File: src/rtl/itmr_pkg.sv
package itmr_pkg;
  localparam int unsigned PRE_W = 10;

  typedef enum logic [1:0] {
    DIV_1    = 2'd0,
    DIV_8    = 2'd1,
    DIV_64   = 2'd2,
    DIV_1024 = 2'd3
  } presc_e;

  function automatic logic [PRE_W-1:0] presc_last(presc_e s);
    case (s)
      DIV_1:   presc_last = PRE_W'(0);
      DIV_8:   presc_last = PRE_W'(7);
      DIV_64:  presc_last = PRE_W'(63);
      default: presc_last = PRE_W'(1023);
    endcase
  endfunction
endpackage

File: src/rtl/itmr_prescaler.sv
module itmr_prescaler
  import itmr_pkg::*;
(
  input  logic       clk_i,
  input  logic       rst_ni,
  input  logic       restart_i,
  input  logic [1:0] div_sel_i,
  input  logic       fast_i,
  output logic       tick_o
);
  presc_e           sel_q;
  logic [PRE_W-1:0] phase_q;
  logic             last;

  assign last   = (phase_q == presc_last(sel_q));
  assign tick_o = fast_i | last;

  always_ff @(posedge clk_i or negedge rst_ni) begin
    if (!rst_ni) begin
      sel_q   <= DIV_1;
      phase_q <= '0;
    end else if (restart_i) begin
      sel_q   <= presc_e'(div_sel_i);
      phase_q <= '0;
    end else if (last || fast_i) begin
      phase_q <= '0;
    end else begin
      phase_q <= phase_q + 1'b1;
    end
  end
endmodule

File: src/rtl/itmr_counter.sv
module itmr_counter #(
  parameter int unsigned CNT_W = 8
) (
  input  logic             clk_i,
  input  logic             rst_ni,
  input  logic             load_i,
  input  logic [CNT_W-1:0] load_val_i,
  input  logic             tick_i,
  output logic [CNT_W-1:0] count_o,
  output logic             flag_o
);
  logic [CNT_W-1:0] cnt_q;
  logic             flag_q;
  logic             at_zero;

  assign at_zero = (cnt_q == '0);

  always_ff @(posedge clk_i or negedge rst_ni) begin
    if (!rst_ni) begin
      cnt_q  <= '0;
      flag_q <= 1'b0;
    end else if (load_i) begin
      cnt_q  <= load_val_i;
      flag_q <= 1'b0;
    end else if (tick_i) begin
      if (!flag_q) begin
        if (at_zero) begin
          cnt_q  <= '1;   // expiry: wrap to full scale
          flag_q <= 1'b1;
        end else begin
          cnt_q <= cnt_q - 1'b1;
        end
      end else if (!at_zero) begin
        cnt_q <= cnt_q - 1'b1; // overrun measure, saturates at 0
      end
    end
  end

  assign count_o = cnt_q;
  assign flag_o  = flag_q;
endmodule

File: src/rtl/interval_timer.sv
module interval_timer #(
  parameter int unsigned CNT_W = 8
) (
  input  logic             clk_i,
  input  logic             rst_ni,
  input  logic             sel_i,
  input  logic             wr_i,
  input  logic             rd_i,
  input  logic [3:0]       addr_i,
  input  logic [CNT_W-1:0] wdata_i,
  output logic [CNT_W-1:0] rdata_o,
  output logic             irq_no
);
  logic             hit, wr_hit, acc_hit;
  logic             tick;
  logic             flag;
  logic [CNT_W-1:0] count;
  logic             irq_en_q;

  assign hit     = sel_i & addr_i[2];
  assign wr_hit  = hit & wr_i;
  assign acc_hit = hit & (wr_i | rd_i);

  itmr_prescaler u_presc (
    .clk_i     (clk_i),
    .rst_ni    (rst_ni),
    .restart_i (wr_hit),
    .div_sel_i (addr_i[1:0]),
    .fast_i    (flag),
    .tick_o    (tick)
  );

  itmr_counter #(.CNT_W(CNT_W)) u_cnt (
    .clk_i      (clk_i),
    .rst_ni     (rst_ni),
    .load_i     (wr_hit),
    .load_val_i (wdata_i),
    .tick_i     (tick),
    .count_o    (count),
    .flag_o     (flag)
  );

  always_ff @(posedge clk_i or negedge rst_ni) begin
    if (!rst_ni)      irq_en_q <= 1'b0;
    else if (acc_hit) irq_en_q <= addr_i[3];
  end

  assign rdata_o = addr_i[0] ? {flag, {(CNT_W-1){1'b0}}} : count;
  assign irq_no  = ~(flag & irq_en_q);
endmodule

File: config.mk
export PLATFORM = sky130hd
export DESIGN_NAME = interval_timer
export DESIGN_NICKNAME = d
export VERILOG_FILES = /design/src/rtl/itmr_pkg.sv /design/src/rtl/itmr_prescaler.sv /design/src/rtl/itmr_counter.sv /design/src/rtl/interval_timer.sv
export SDC_FILE = /design/constraint.sdc
export NUM_CORES = 1
export LEC_CHECK = 0
export BUFFER_PORTS_ARGS = -buffer_cell sky130_fd_sc_hd__buf_2
export CAP_MARGIN = 15
export CORE_UTILIZATION = 25
export DETAILED_ROUTE_END_ITERATION = 10
export MAX_ROUTING_LAYER = met4
export PLACE_DENSITY_LB_ADDON = 0.3
export SLEW_MARGIN = 20
export SYNTH_ARGS = -nofsm -noshare
export SYNTH_HDL_FRONTEND = slang
export SYNTH_SLANG_ARGS = --single-unit
File: constraint.sdc
create_clock -name clk_i -period 1.8 [get_ports clk_i]
set_input_delay 0.09 -clock clk_i [delete_from_list [all_inputs] [get_ports clk_i]]
set_output_delay 0.09 -clock clk_i [all_outputs]
set_load 0.02 [all_outputs]
Yosys cells after proc, flatten, opt, wreduce, memory -nomap -nowiden. Index checks and enable logic that the tools add are counted.

Logic and storage cells: 36. Register bits: 22. Output and inout port bits: 9. Input port bits: 17.

Reduce and logical (&&, ||, !) cells: 5. Equal/unequal tests: 4. Bitwise operators: 7. Muxes and demuxes: 13. Add/sub/neg operators: 2.

Operator list (number): 2-to-1 mux 8 bit (6); one-hot mux 10 bit (3 select lines) (1); 2-to-1 mux 10 bit (2); adder 10 x 1 -> 10 bit, second input constant (1); == test 10 bit (1); zero test 8 bit (1); subtractor 8 x 1 -> 8 bit, second input constant (1); AND 1 bit (4); 2-to-1 mux 1 bit (4); != test 3 x 2 -> 1 bit, second input constant (1); == test 2 x 1 -> 1 bit, second input constant (1); == test 2 bit, second input constant (1); zero test 2 bit (1); bitwise OR 1 bit (2); AND reduction 2 bit (1); nonzero test 2 bit (1); logical OR 1 bit (1); inverter 1 bit (1).

Depth between registers and ports, before layout.
Depth in word-level cells: 6. Depth in mapped cells: 7. Gate-level depth less buffers: 7.

Modules after synthesis. A second synthesis with hierarchy kept.

Cell total of the unflattened synthesis: 147. Area, all modules: 1412.6 sq um.

By module, submodules not included: itmr_prescaler (cells each 63, seq. area each 300.3 sq um, area an instance 650.6 sq um, times used 1); itmr_counter (cells each 71, seq. area each 225.2 sq um, area an instance 639.4 sq um, times used 1); interval_timer (cells each 13, seq. area each 25.0 sq um, area an instance 122.6 sq um, times used 1).

Worst setup path after synthesis. Ideal clock, no wire load.

Kind: reg-to-reg. Start point: register u_presc.sel_q[1]. End point: register u_cnt.cnt_q[5], in the netlist u_cnt.count_o[5]. Path slack: 0.057 ns. Library setup time: 0.128 ns. Required time: 1.672 ns. Path buffers: 1. Arrival time: 1.616 ns. Stages on the path, launching flop included: 8. Cell sequence: dfrtp_1 -> buf_6 -> xor2_2 -> o31ai_4 -> o2111ai_2 -> o21ai_4 -> o21ai_2 -> mux2_1.

Cells in the longest elaborated chain, start to end: 6. Elaborated cells on any way between the ends: 8. Those cells by class: eq/ne: 3; mux: 1; bitwise: 1; reduce/logical: 3.

Ends and longest elaborated chain: from (decl) (line itmr_prescaler.sv:11) `presc_e sel_q;`; from (signal assigned) (line itmr_prescaler.sv:23) `sel_q <= presc_e'(div_sel_i);`; == test 2 bit, or another cell as far along (line itmr_pkg.sv:12) `case (s)`; one-hot mux 10 bit (3 select lines) * (line itmr_pkg.sv:12); == test 10 bit * (line itmr_prescaler.sv:15) `assign last = (phase_q == presc_last(sel_q));`; bitwise OR 1 bit * (line itmr_prescaler.sv:16) `assign tick_o = fast_i | last;`; nonzero test 2 bit (no line) *; AND reduction 2 bit (no line) *; to (signal assigned) (line itmr_counter.sv:23) `cnt_q <= load_val_i;`; to (signal assigned) (line itmr_counter.sv:31) `cnt_q <= cnt_q - 1'b1;`; to (signal assigned) (line itmr_counter.sv:34) `cnt_q <= cnt_q - 1'b1;`; to (decl) (line itmr_counter.sv:12) `logic [CNT_W-1:0] cnt_q;`.

Every way passes the cells marked *; elsewhere a longest branch is shown, timed or not. A chain may end at the register's enable or synchronous reset.

Worst setup path after layout. Same ends and word-level chain as after synthesis.

==> results.toml <==
[timing]
setup_ws_ps = 27.77
hold_viol_final = 0
timing.fmax_ghz = 0.5643
timing.slew.headroom = 0.6544
slew_viol_final = 0
holdWs_ps = 24.86
fin_crit_sh = 0.9846
rsz0062_at_grt = "yes"
setup_viol = 0
tightest_slew_ps = 517.0
fin_crit_ps = 1772
clock_skew_ps = 5.119

[floorplanning]
rows = 27
fp.dieW_um = 77.20
coreArea_mm2 = 0.005473
initial_utilization = 0.2583
fp.dieArea_mm2 = 0.005960
ios = 26
die_y_um = 77.20

[worst_setup_path]
cp.arrival_ps = 1940
critPathKind = "reg -> reg"
end_kind = "flop"
cp.required_ps = 1960
worstSetupStartpointType = "flop"
cp_max_fo = 6

[worst_hold_path]
hp-class = "in -> reg"

[placement]
dp_slack_ps = -87.70
place_hpwl_mm = 2.721
dp.cells = 270
gp_congestion = 0.8374
numPortBuffers = 25

[flow_run]
drv_cap = 0

[clocking]
h-tree-depth = 1
clk_path_buf_depth = 2
clkTransAtPathRegs_ps = 90
cts_num_sinks = 22
clk_latency_ps = 280
cts_buffers = 3
ctsRootBufferMaster = "clkbuf_8"
cts_tree = "built"

[global_routing]
grt_util_all_layers = 0.1378
overflow = 0
antenna_found_initial = 0
grt_pass1_wl_mm = 6.361
grt_max_degree = 23
grt_pass1_vias = 1328

[synthesis]
synth_cells = 162
synth_edf_count = 0
ys_ff_latch = 22
ys_seq_area_frac = 0.3894
syn_avg_cell_area_um2 = 8.728
syn_area_mm2 = 0.001414
synthArstFlopShare = 1.000
ys_warn_count = 0
synth.distinct_cells = 44
synthesis.nets = 182
synth-main-ff-cell = "dfrtp_1"

[run_status]
status = "completed"

[cells_and_area]
drive_gt1_frac = 0.3252
mostFrequentLayoutCell = "buf_2"
diodes = 0
area_growth_pct = 34.16
finalNonFillerCells = 278
mostFrequentLayoutCells = "25 x buf_2, 22 x nor2_1, 21 x dfrtp_1, 21 x buf_4, 19 x nand2_1"
num-nets-final = 227

[drt]
drc = 0
num_vias = 1284
dr.pass1.iters = 4
via_per_inst = 4.619
detail_route.wirelength_mm = 3.662
routedWlPerCell_um = 13.17
drtIter0Drc = 22
drtAntennaViolNets = 0

[power]
power_frac_clock = 0.198
p_leak_nw = 0.8793
swShare = 0.3870
switchingPower_uw = 940.5
total_power_mw = 2.430
p_seq_frac = 0.339
p_per_area_mw_per_mm2 = 1281
power_frac_comb = 0.463
max-vdd-ir-drop_uv = 433.5
p_int_mw = 1.490
[synthesized netlist by cell type, types with 2 or more instances]
cell	count	area share
and3_1	7	0.031
inv_1	2	0.0053
clkbuf_1	6	0.016
dfrtp_1	22	0.39
a21oi_1	11	0.039
a31oi_1	3	0.013
mux2_2	2	0.016
nand2_1	19	0.050
mux2_1	2	0.016
xnor2_1	3	0.019
ha_1	3	0.027
o211ai_1	2	0.011
nor2b_1	5	0.022
a311oi_1	2	0.012
nand3_1	11	0.039
xor2_1	7	0.043
nor2_1	22	0.058
o21ai_0	2	0.0071
nor3_1	6	0.021
[final timing paths]
check,startpoint,end,cells past startpoint,slack (ps)
worst max register to register,u_presc.sel_q[1],u_cnt.count_o[5],6,30
worst min-delay path,addr_i[1],u_presc.sel_q[1],3,20
max in group asynchronous,rst_ni,u_presc.sel_q[1],2,1140
min in group asynchronous,rst_ni,u_presc.phase_q[9],2,300
worst max-delay path,u_presc.sel_q[1],u_cnt.count_o[5],6,30
worst min register to register,irq_en_q,irq_en_q,1,520
[worst max-delay path, cell delays in order (launching register included)]
cell,delay (ps)
dfrtp_2,470
xor2_2,170
o31ai_4,200
o2111ai_4,200
o21ai_4,210
o21ai_4,110
mux2_4,300
[layer usage]
metal  up-vias  track usage  wire (um)
met5         -            -          0
met2        18       0.2097       1642
met4         0      0.05660         65
li1        661            -          -
met3         5      0.01429         73
met1       600       0.1857       1880
[stage by stage]
step,cell area [um^2],util,setup TNS (ps)
6_report,1897,0.3466,0
5_1_grt,1897,0.3466,-204.3
4_1_cts,1827,0.3338,0
3_5_place_dp,1733,0.3166,-148.9
3_3_place_gp,1733,0.3166,-62.28
2_1_floorplan,1414,-,0
[repair_timing]
item	4_1_cts	5_1_grt
hold endpoints to repair	22	0
hold buffers	1	0
setup endpoints to repair	4	8
setup buffers	1	2
pin swaps	0	3
gates resized for setup	4	11
[cell type report]
cell class	instances	area [um^2]
timing repair buffer	48	304.0
fill	582	3576
multi-input combinational	130	872.1
tap	72	90.09
sequential	22	551.8
clock buffer	3	41.29
clock inverter	1	30.03
inverter	2	7.507
[state kept, by name (all words and copies together), names as in the netlist]
| name | cells |
|---|---|
| u_cnt.flag_o | 1 |
| u_cnt.count_o | 8 |
| u_presc.sel_q | 2 |
| irq_en_q | 1 |
| u_presc.phase_q | 10 |
[cells by family (layout without fill, tap and decap cells)]
kind of cell	count (synthesis)	in the layout	synth area share
simple gates	77	77	0.2584
compound gates	34	34	0.1805
flops	22	22	0.3894
xor+xnor	11	11	0.07346
buf+inv	10	54	0.03274
mux	5	5	0.03894
fa+ha+maj	3	3	0.02655
[power by group through the flow]
stage | sequential, mW | combinational [mW] | clock [mW]
after floorplan | 0.790 | 0.649 | 0
after global placement | 0.808 | 1.02 | 0
after detailed placement | 0.812 | 1.02 | 0
after CTS | 0.806 | 1.04 | 0.491
after global routing | 0.852 | 1.26 | 0.503
final | 0.824 | 1.12 | 0.481
Note: power is estimated with default switching activity, not from simulation.
